[config.mk]
export PLATFORM = sky130hd
export DESIGN_NAME = irq_pin_ctrl
export DESIGN_NICKNAME = d
export VERILOG_FILES = /design/src/rtl/irq_pin_pkg.sv /design/src/rtl/irq_pin_regs.sv /design/src/rtl/irq_pin_seq.sv /design/src/rtl/irq_pin_ctrl.sv
export SDC_FILE = /design/constraint.sdc
export NUM_CORES = 1
export LEC_CHECK = 0
export ABC_AREA = 1
export CAP_MARGIN = 20
export CORE_MARGIN = 1.5
export CORE_UTILIZATION = 43
export CTS_CLUSTER_SIZE = 40
export DETAILED_ROUTE_END_ITERATION = 10
export PLACE_DENSITY = 0.83
export SYNTH_ARGS = -nofsm -noshare
export SYNTH_HDL_FRONTEND = slang
export SYNTH_SLANG_ARGS = --single-unit
[constraint.sdc]
create_clock -name clk -period 1.3 [get_ports clk]
set_input_delay 0.195 -clock clk [delete_from_list [all_inputs] [get_ports clk]]
set_output_delay 0.195 -clock clk [all_outputs]
set_load 0.1 [all_outputs]
[src/rtl/irq_pin_pkg.sv]
package irq_pin_pkg;

  localparam int HOST_ADDR_W = 2;

  // Register select decoded from the host address
  typedef enum logic [HOST_ADDR_W-1:0] {
    SEL_STATUS = 2'd0,
    SEL_MASK   = 2'd1,
    SEL_CONFIG = 2'd2,
    SEL_NONE   = 2'd3
  } regSel_e;

  // Write strobes from control to datapath
  typedef struct packed {
    logic clrStatus;
    logic ldMask;
    logic ldConfig;
  } hostStrobe_t;

  // Configuration fields; bit order fixes the host-visible layout
  typedef struct packed {
    logic activeHigh; // bit 2
    logic pulseMode;  // bit 1
    logic pinEnable;  // bit 0
  } pinCfg_t;

  localparam int CFG_W = $bits(pinCfg_t);

endpackage

[src/rtl/irq_pin_regs.sv]
module irq_pin_regs
  import irq_pin_pkg::*;
#(
  parameter int NUM_EVT = 7,
  parameter int DATA_W  = 16
) (
  input  logic               clk,
  input  logic               rstN,
  input  logic [NUM_EVT-1:0] evtStrobe,
  input  logic [DATA_W-1:0]  hostWrData,
  input  hostStrobe_t        strb,
  input  regSel_e            rdSel,
  output logic [DATA_W-1:0]  hostRdData,
  output logic [NUM_EVT-1:0] statusQ,
  output logic [NUM_EVT-1:0] maskQ,
  output pinCfg_t            cfgQ,
  output logic               anyPending
);

  // Status bits: set by a strobe, cleared by a host write of 1; the strobe wins
  // All bits come out of reset set
  for (genvar b = 0; b < NUM_EVT; b++) begin : g_status
    always_ff @(posedge clk or negedge rstN) begin
      if (!rstN) begin
        statusQ[b] <= 1'b1;
      end else if (evtStrobe[b]) begin
        statusQ[b] <= 1'b1;
      end else if (strb.clrStatus && hostWrData[b]) begin
        statusQ[b] <= 1'b0;
      end
    end
  end

  always_ff @(posedge clk or negedge rstN) begin
    if (!rstN) begin
      maskQ <= '0;
      cfgQ  <= '0;
    end else begin
      if (strb.ldMask) begin
        maskQ <= hostWrData[NUM_EVT-1:0];
      end
      if (strb.ldConfig) begin
        cfgQ <= pinCfg_t'(hostWrData[CFG_W-1:0]);
      end
    end
  end

  // Line request condition
  assign anyPending = cfgQ.pinEnable & (|(statusQ & maskQ));

  // Zero-extended readback
  always_comb begin
    hostRdData = '0;
    unique case (rdSel)
      SEL_STATUS: hostRdData[NUM_EVT-1:0] = statusQ;
      SEL_MASK:   hostRdData[NUM_EVT-1:0] = maskQ;
      SEL_CONFIG: hostRdData[CFG_W-1:0]   = cfgQ;
      default:    hostRdData = '0;
    endcase
  end

endmodule

[src/rtl/irq_pin_seq.sv]
module irq_pin_seq
  import irq_pin_pkg::*;
#(
  parameter int PULSE_W = 4
) (
  input  logic                   clk,
  input  logic                   rstN,
  input  logic                   hostWr,
  input  logic [HOST_ADDR_W-1:0] hostAddr,
  input  logic                   anyPending,
  input  pinCfg_t                cfg,
  output hostStrobe_t            strb,
  output regSel_e                rdSel,
  output logic                   pinActive
);

  localparam int CNT_W = $clog2(PULSE_W + 1);
  localparam logic [CNT_W-1:0] CNT_LOAD = CNT_W'(PULSE_W);

  logic             pendPrev;
  logic             levelQ;
  logic [CNT_W-1:0] pulseCnt;
  logic             pendRise;

  // Address decode into datapath strobes
  assign rdSel = regSel_e'(hostAddr);

  always_comb begin
    strb = '0;
    if (hostWr) begin
      unique case (rdSel)
        SEL_STATUS: strb.clrStatus = 1'b1;
        SEL_MASK:   strb.ldMask    = 1'b1;
        SEL_CONFIG: strb.ldConfig  = 1'b1;
        default:    strb           = '0;
      endcase
    end
  end

  assign pendRise = anyPending & ~pendPrev;

  // Level register and pulse counter; a master clear aborts the pulse
  always_ff @(posedge clk or negedge rstN) begin
    if (!rstN) begin
      pendPrev <= 1'b0;
      levelQ   <= 1'b0;
      pulseCnt <= '0;
    end else begin
      pendPrev <= anyPending;
      levelQ   <= anyPending;
      if (!cfg.pinEnable) begin
        pulseCnt <= '0;
      end else if (pendRise) begin
        pulseCnt <= CNT_LOAD;
      end else if (pulseCnt != '0) begin
        pulseCnt <= pulseCnt - 1'b1;
      end
    end
  end

  assign pinActive = cfg.pulseMode ? (pulseCnt != '0) : levelQ;

endmodule

[src/rtl/irq_pin_ctrl.sv]
module irq_pin_ctrl
  import irq_pin_pkg::*;
#(
  parameter int NUM_EVT = 7,
  parameter int DATA_W  = 16,
  parameter int PULSE_W = 4
) (
  input  logic               clk,
  input  logic               rstN,
  input  logic [NUM_EVT-1:0] evtStrobe,
  input  logic               hostWr,
  input  logic [1:0]         hostAddr,
  input  logic [DATA_W-1:0]  hostWrData,
  output logic [DATA_W-1:0]  hostRdData,
  output logic               intPin
);

  hostStrobe_t        strb;
  regSel_e            rdSel;
  logic [NUM_EVT-1:0] statusQ;
  logic [NUM_EVT-1:0] maskQ;
  pinCfg_t            cfgQ;
  logic               anyPending;
  logic               pinActive;

  irq_pin_seq #(
    .PULSE_W (PULSE_W)
  ) u_seq (
    .clk        (clk),
    .rstN       (rstN),
    .hostWr     (hostWr),
    .hostAddr   (hostAddr),
    .anyPending (anyPending),
    .cfg        (cfgQ),
    .strb       (strb),
    .rdSel      (rdSel),
    .pinActive  (pinActive)
  );

  irq_pin_regs #(
    .NUM_EVT (NUM_EVT),
    .DATA_W  (DATA_W)
  ) u_regs (
    .clk        (clk),
    .rstN       (rstN),
    .evtStrobe  (evtStrobe),
    .hostWrData (hostWrData),
    .strb       (strb),
    .rdSel      (rdSel),
    .hostRdData (hostRdData),
    .statusQ    (statusQ),
    .maskQ      (maskQ),
    .cfgQ       (cfgQ),
    .anyPending (anyPending)
  );

  // Polarity applied at the line; reset gives inactive-high
  assign intPin = cfgQ.activeHigh ? pinActive : ~pinActive;

endmodule

Word level (Yosys, flattened, before mapping)
Index checks and enable logic that the tools add are counted.
{ "totals": {"inputBits": 28, "output_inout_bits": 17, "elab_cells": 64, "reg_bits": 21} }
{ "op_classes": {"n_eq_ne": 3, "n_reduce_logical": 17, "n_bitwise": 5, "mux": 25, "addsub": 1} }
{ "op_table": {"columns": ["operator", "count"], "rows": [
  ["$mux 1", 19],
  ["$reduce_bool 2->1", 7],
  ["$mux 3", 4],
  ["$pmux 3 s3", 1],
  ["$pmux 4 s2", 1],
  ["$and 7x7->7", 1],
  ["$logic_and 1x1->1", 7],
  ["$reduce_or 7->1", 1],
  ["$ne 3x3->1 const B", 1],
  ["$reduce_bool 3->1", 1],
  ["$sub 3x1->3 const B", 1],
  ["$and 1x1->1", 2],
  ["$eq 2x1->1 const B", 1],
  ["$eq 2x2->1 const B", 1],
  ["$logic_not 2->1", 1],
  ["$not 1->1", 2]
]} }

Logic depth before layout (Yosys ltp)
Gate-level depths: netlist of run 1.
{ "logic_depth": {"depth_word": 6, "ltp_mapped": 7} }

Hierarchy
Synthesis of run 1 repeated with hierarchy kept, for this count alone.
{ "unflattened": {"hier_cells": 148, "hier_area_um2": 1168.6} }
{ "by_module_without_submodules": {"columns": ["module", "n_inst", "cells_each", "area_each_um2"], "rows": [
  ["irq_pin_regs", 1, 103, 877.1],
  ["irq_pin_seq", 1, 40, 272.8],
  ["irq_pin_ctrl", 1, 5, 18.8]
]} }

Least setup slack after synthesis of run 1
Ideal clock, no wire load.
{ "synth_timing": {"kind": "register to output", "from": "register u_regs.statusQ[4]", "to": "output hostRdData[4]", "n_path_buf": 0, "arrival_time_ps": 2663, "path_slack_ps": -1558, "path_stages_with_launch": 3, "path_cell_list": "dfstp_2 inv_1 o21ai_0"} }
{ "synth_between": {"elab_chain_len": 1} }
{ "synth_lines": {"columns": ["item", "line", "rtl"], "rows": [
  ["from (decl)", "irq_pin_regs.sv:14", "output logic [NUM_EVT-1:0] statusQ,"],
  ["from (signal, indexed assignment)", "irq_pin_regs.sv:25", "statusQ[b] <= 1'b1;"],
  ["from (signal, indexed assignment)", "irq_pin_regs.sv:27", "statusQ[b] <= 1'b1;"],
  ["from (signal, indexed assignment)", "irq_pin_regs.sv:29", "statusQ[b] <= 1'b0;"],
  ["$pmux 4 s2", "irq_pin_regs.sv:54", "unique case (rdSel)"],
  ["to (decl)", "irq_pin_ctrl.sv:14", "output logic [DATA_W-1:0] hostRdData,"]
]} }
No other way between the ends.

Worst setup path after layout of run 1
{ "layout_timing": {"from": "register u_seq.pulseCnt[1]", "to": "output intPin"} }
{ "layout_between": {"elab_chain_len": 4} }
{ "layout_lines": {"columns": ["item", "line", "rtl"], "rows": [
  ["from (decl)", "irq_pin_seq.sv:22", "logic [CNT_W-1:0] pulseCnt;"],
  ["from (signal assigned)", "irq_pin_seq.sv:56", "pulseCnt <= pulseCnt - 1'b1;"],
  ["$reduce_bool 3->1 (*)", "irq_pin_seq.sv:61", "assign pinActive = cfg.pulseMode ? (pulseCnt != '0) : levelQ;"],
  ["$mux 1 (*)", "irq_pin_seq.sv:61", null],
  ["$not 1->1", "irq_pin_ctrl.sv:58", "assign intPin = cfgQ.activeHigh ? pinActive : ~pinActive;"],
  ["$mux 1 (*)", "irq_pin_ctrl.sv:58", null],
  ["to (decl)", "irq_pin_ctrl.sv:15", "output logic intPin"]
]} }
Every way passes the cells marked *; elsewhere a longest branch is shown, timed or not.

==> flow_summary_export.csv, run 1 <==
group,metric,value,unit
routing,wl_per_cell,12.7,um
timing,hold_viol_final,0,
cts,cts_root_buf,"clkbuf_4",
cts,clk_latency,0.30,ns
timing,tns,-1.73,ns
global_route,grt_pass1_vias,1013,
run_status,status,"finished, violations left",
timing,hold_ws,0.221,ns
global_route,grt_max_degree,22,
routing,vias,1057,
synthesis,synth_top_area_share,30.0,%
layout,nets,214,
timing,slew_violations,0,
cts,cts_buffers,3,
synthesis,syn_area_per_cell,8.22,um2
layout,drive_above_1_share,34.4,%
floorplan,floorplan.die_area,0.00304,mm2
floorplan,die_h,55.1,um
worst_setup_path,crit_path_max_fanout,2,
power_and_ir_drop,seqPwrFrac,31.7,%
power_and_ir_drop,switching_share,43.5,%
power_and_ir_drop,p_leak,0.885,nW
floorplan,die_w,55.1,um
synthesis,ys_seq_area_share,45.8,%
worst_setup_path,rrSetupSlack,0.06,ns
floorplan,core_region_area,0.00252,mm2
power_and_ir_drop,max-vdd-ir-drop,0.00147,V
power_and_ir_drop,p_int,1.51,mW
routing,via_per_inst,4.96,
layout,areaGrowthSynthToFinish,49.4,%
worst_setup_path,start_kind,"register",
run_status,failed_checks,"setup timing",
routing,ant_nets,0,
timing,fin_ws,-0.395,ns
synthesis,synth_top_area_cell,"dfrtp_1",
timing,fin_worst_skew,0.00408,ns
global_route,grt_pass1_wl,4130,um
worst_setup_path,cp.arrival,1.50,ns
placed_design,place_congestion,0.813,
cts,cts_max_path_buffers,2,
layout,diodes,0,
worst_setup_path,worstSetupPathType,"reg2out",
timing,fin_crit_sh,130,%
cts,cts_tree,"done",
global_route,antenna_found_initial,0,
worst_setup_path,worstPathRequired,1.11,ns
placed_design,dp_hpwl,2000,um
routing,dr.first_iter.drc_count,33,
timing,fmax,0.590,GHz
cts,htree_levels,1,
floorplan,ios,45,
synthesis,ys_ff_latch,21,
synthesis,synth_cell_types,22,
floorplan,num_rows,18,
power_and_ir_drop,p_switching,1.16,mW
synthesis,synth_area_leaders,"dfrtp_1 30%, dfstp_2 16%, nand2_1 11%",
power_and_ir_drop,comb_power_share,56.6,%
job,maxCapViolCount,0,
routing,wirelength,2700,um
routing,drt_first_pass_iters,4,
power_and_ir_drop,pwr-share-clk,11.8,%
floorplan,start_util,46.3,%
global_route,grt_usage,19.4,%
timing,rsz0062_at_grt,"true",
worst_hold_path,min_path_type,"in2async",
timing,report.final.setup_viol,8,
routing,drc,0,
cts,postCtsHoldBufs,0,
layout,final_util,69.1,%
synthesis,syn_area,0.00117,mm2
global_route,overflow,0,
placed_design,port_buffers,26,
power_and_ir_drop,power_density,1530,mW/mm2
worst_setup_path,endpoint_kind,"output port",
synthesis,postSynthCellCount,142,
cts,clk_pin_slew,0.12,ns
synthesis,yosys_warnings,0,
cts,clock_sinks,21,
timing,min_period,1.69,ns
[state kept, by name, indices dropped and copies added, names as in the netlist]
register and flops:
u_regs.maskQ 7, u_regs.statusQ 7, u_regs.cfgQ 3, u_seq.pulseCnt 3, u_seq.pendPrev 1
[per-layer routing]
metal	vias to the layer above	share of wire, %	GRT usage [%]
met4	0	0.74	8.94
li1	510	-	-
met2	48	55	34.9
met3	4	5.8	2.69
met5	-	0	0
met1	495	39	22.6
[layout by cell type, fill, tap and decap left out]
cell type,n
ha_4,1
inv_2,11
dfrtp_1,14
o22ai_1,1
dlygate4sd2_1,2
nand3_1,7
o21ai_1,1
o21ai_4,4
nand2_2,2
or2_4,1
inv_1,12
buf_4,11
dfstp_2,7
xnor2_1,1
xor2_4,1
o21ai_0,4
clkdlybuf4s50_1,16
ha_1,1
nand2_4,2
o21ai_2,7
nand2_1,30
nor2_1,10
buf_12,9
o211ai_1,3
inv_6,1
clkbuf_4,3
o21bai_1,7
clkbuf_1,1
nor2_2,1
conb_1,9
a21boi_0,1
a21oi_4,1
buf_6,1
[area by class of cell]
cell class | instances | area (um2)
clock buffers | 4 | 26.3
flip-flops and latches | 21 | 534
fillers | 193 | 778
repair buffers | 39 | 452
inverters | 24 | 95.1
multi-input cells | 95 | 599
well taps | 30 | 37.5
[Yosys cell counts]
master and n:
a21oi_1 1, dfrtp_1 14, ha_1 2, xor2_1 1, dfstp_2 7, o21bai_1 7, nor2_1 11, o21ai_2 7
buf_6 1, inv_2 2, o211ai_1 3, o21ai_0 9, nand3_1 7, nand2_4 1, inv_1 22, or2_1 1
a21boi_0 1, o22ai_1 1, nand2_1 33, conb_1 1, buf_4 9, xnor2_1 1
[final timing paths]
kind                                   start                end  depth (start not counted)
max reg2reg                u_seq.pulseCnt[1]  u_seq.pulseCnt[1]                          9
min                                     rstN    u_regs.maskQ[3]                          2
min reg2reg                u_regs.statusQ[2]  u_regs.statusQ[2]                          2
max in group asynchronous               rstN  u_regs.statusQ[1]                          2
min in group clk                evtStrobe[2]  u_regs.statusQ[2]                          2
max                        u_seq.pulseCnt[1]             intPin                          6
[logic make-up (layout without fill, tap and decap cells)]
kind of cell | count (synthesis) | in the layout | share of synthesized area, %
and+or+nand+nor | 53 | 53 | 18.6
buffers and inverters | 34 | 67 | 14.5
AOI/OAI and AO/OA | 29 | 29 | 17.1
DFF | 21 | 21 | 45.8
adders and majority gates | 2 | 2 | 2.14
xor gates and xnor gates | 2 | 2 | 1.50
other | 1 | 9 | 0.321
[power groups by stage]
stage	clock [mW]	sequential, mW	combinational, mW
after global routing	0.351	0.853	1.61
after detailed placement	0	0.853	1.45
after CTS	0.318	0.840	1.50
after floorplan	0	0.841	0.982
final	0.313	0.844	1.51
after global placement	0	0.843	1.40
[per-stage QoR]
| step | power [mW] | cell area, um2 | cells | setup WS, ns |
|---|---|---|---|---|
| finish | 2.66 | 1740 | 213 | -0.395 |
| global route | 2.81 | 1740 | 213 | -0.462 |
| CTS | 2.66 | 1710 | 212 | -0.401 |
| detailed placement | 2.30 | 1660 | 206 | -0.437 |
| global placement | 2.24 | 1660 | 206 | -0.426 |
| floorplan | 1.82 | 1280 | 150 | -0.903 |
[timing repair]
action | CTS | global route
gates cloned | 0 | 0
endpoints found under the setup margin | 8 | 9
resized for setup | 9 | 5
buffers inserted | 2 | 1
pin swaps | 4 | 0
[critical path: stages, from the launching register on]
cell	delay [ns]
dfrtp_1	0.39
inv_2	0.07
ha_4	0.15
nand2_4	0.05
a21oi_4	0.17
xor2_4	0.18
buf_12	0.19
No activity file was read; power rests on OpenSTA's default activity.
==> run 2, diff against run 1 <==
--- a/config.mk
+++ b/config.mk
@@ -8,10 +8,10 @@
 export ABC_AREA = 1
 export CAP_MARGIN = 20
 export CORE_MARGIN = 1.5
-export CORE_UTILIZATION = 43
+export CORE_UTILIZATION = 23
 export CTS_CLUSTER_SIZE = 40
 export DETAILED_ROUTE_END_ITERATION = 10
-export PLACE_DENSITY = 0.83
+export PLACE_DENSITY = 0.51
 export SYNTH_ARGS = -nofsm -noshare
 export SYNTH_HDL_FRONTEND = slang
 export SYNTH_SLANG_ARGS = --single-unit
==> run 2 against run 1 <==
Effect of this change: design area rose by 3.5%; cell count rose by 18%; critical endpoint unchanged; largest power group unchanged; power rose by 3.8%; critical path depth did not move; via count fell by 4.2%; the flow still finishes with violations (setup timing); sequential power fell by 1%; clock-buffer cell count fell by 1; maximum frequency rose by 2.8%; hold slack improved by 0.052 ns; critical path type unchanged; clock skew rose by 0.0035 ns.
==> flow_summary_export.csv, run 2 (synthesized netlist as in run 1, its figures left out) <==
group,metric,value,unit
layout,drive_above_1_share,35.1,%
power_and_ir_drop,fin_total_pwr,2.77,mW
routing,drt_first_pass_iters,4,
timing,fin_crit_sh,127,%
power_and_ir_drop,switching_share,42.0,%
routing,vias,1013,
power_and_ir_drop,p_int,1.60,mW
power_and_ir_drop,p_switching,1.16,mW
cts,cts_root_buf,"clkbuf_8",
timing,slew_violations,0,
worst_setup_path,worstSetupPathType,"reg2out",
power_and_ir_drop,pwr-share-clk,15.9,%
placed_design,dp_slack,-0.485,ns
layout,nets,216,
floorplan,die_h,74.2,um
routing,wl_per_cell,10.2,um
worst_setup_path,cp.arrival,1.45,ns
cts,postCtsHoldBufs,0,
placed_design,port_buffers,26,
timing,tns,-1.42,ns
global_route,grt_max_degree,22,
cts,clk_latency,0.27,ns
layout,reg_top3,"u_regs.maskQ (7), u_regs.statusQ (7)",
floorplan,start_util,24.2,%
layout,final_util,37.5,%
worst_setup_path,r2r-end,"u_seq.pulseCnt[2]",
layout,layout_common_cells,"32 x nand2_1, 16 x clkdlybuf4s50_1, 15 x buf_4, 14 x dfrtp_1, 12 x inv_1",
timing,hold_viol_final,0,
worst_setup_path,crit_path_max_fanout,2,
floorplan,ios,45,
worst_setup_path,crit_start,"u_seq.pulseCnt[0]",
routing,drc,0,
cts,clk_pin_slew,0.08,ns
cts,cts_max_path_buffers,2,
routing,dr.first_iter.drc_count,54,
worst_setup_path,crit-reg2reg-launch,"u_seq.pulseCnt[0]",
worst_setup_path,cp_slowest_cell,"dfrtp_1",
worst_setup_path,crit_path_max_incr_delay,0.37,ns
power_and_ir_drop,comb_power_share,53.9,%
global_route,grt_usage,10.4,%
cts,cts_tree,"done",
worst_setup_path,r2r_cells,6,
timing,fin_ws,-0.348,ns
job,maxCapViolCount,0,
timing,min_period,1.65,ns
timing,fmax,0.607,GHz
timing,hold_ws,0.273,ns
routing,wirelength,2570,um
layout,areaGrowthSynthToFinish,54.7,%
timing,report.final.setup_viol,8,
placed_design,place_congestion,0.723,
cts,cts_buffers,3,
floorplan,floorplan.die_area,0.00551,mm2
cts,clock_sinks,21,
floorplan,die_w,74.2,um
run_status,status,"finished, violations left",
layout,diodes,0,
floorplan,core_region_area,0.00482,mm2
routing,via_per_inst,4.02,
timing,rsz0062_at_grt,"true",
worst_setup_path,worstPathCellList,"inv_2 -> ha_4 -> nand2_4 -> a21oi_4 -> xor2_4 -> buf_12",
power_and_ir_drop,max-vdd-ir-drop,0.000640,V
routing,ant_nets,0,
floorplan,num_rows,25,
global_route,antenna_found_initial,0,
cts,htree_levels,1,
global_route,overflow,0,
global_route,grt_pass1_wl,4280,um
worst_setup_path,worstPathRequired,1.11,ns
power_and_ir_drop,power_density,1530,mW/mm2
run_status,failed_checks,"setup timing",
worst_hold_path,min_path_type,"in2async",
placed_design,dp_hpwl,2030,um
timing,fin_worst_skew,0.00754,ns
power_and_ir_drop,seqPwrFrac,30.2,%
worst_setup_path,rrSetupSlack,0.12,ns
layout,mostFrequentLayoutCell,"nand2_1",
worst_setup_path,start_kind,"register",
global_route,grt_pass1_vias,942,
power_and_ir_drop,p_leak,0.890,nW
worst_setup_path,endpoint_kind,"output port",
-- run 2: timing repair --
action / in CTS / in global routing
endpoints found under the setup margin: 8 / 8
pin swaps: 6 / 3
buffers inserted: 2 / 0
endpoints found under the hold margin: 0 / 0
resized for setup: 11 / 3
-- run 2: critical path, delay by kind of cell, from the launching register on --
kind,cells,cell delay [ns]
flip-flops,1,0.37
buffers and inverters,2,0.26
AO/OA/AOI/OAI,1,0.18
XOR/XNOR,1,0.18
adder cells (fa/ha/maj),1,0.14
AND/OR/NAND/NOR,1,0.05
-- run 2: power by group through the flow --
stage          combinational, mW  sequential (mW)  clock (mW)
4_1_cts                     1.51            0.835       0.462
2_1_floorplan              0.982            0.841           0
3_3_place_gp                1.44            0.845           0
5_1_grt                     1.60            0.848       0.487
3_5_place_dp                1.45            0.847           0
6_report                    1.49            0.834       0.440
-- run 2: area by class of cell --
cell class / count / area [um2]
Clock buffer: 3 / 41.3
Clock inverter: 1 / 7.51
Fill cell: 528 / 3010
Inverter: 24 / 92.6
Multi-Input combinational cell: 95 / 597
Sequential cell: 21 / 534
Tap cell: 67 / 83.8
Timing Repair Buffer: 41 / 449
-- run 2: routing by layer --
layer / global-route usage, % / up-vias / routed length (um)
li1: - / 515 / -
met1: 12.7 / 464 / 1190
met2: 17.7 / 29 / 1220
met3: 1.76 / 5 / 98
met4: 4.85 / 0 / 56
met5: 0 / - / 0
-- run 2: stage by stage --
stage / std cells / instance area (um2)
after floorplan: 150 / 1280
after global placement: 246 / 1720
after detailed placement: 246 / 1720
after CTS: 252 / 1800
after global routing: 252 / 1810
final: 252 / 1810
-- run 2: worst max-delay path by stage --
stage	end	slack (ns)	cells past startpoint
2_1_floorplan	hostRdData[0]	-0.90	2
3_3_place_gp	hostRdData[1]	-0.48	6
3_5_place_dp	hostRdData[1]	-0.49	6
4_1_cts	intPin	-0.37	6
5_1_grt	intPin	-0.41	6
6_report	intPin	-0.35	6
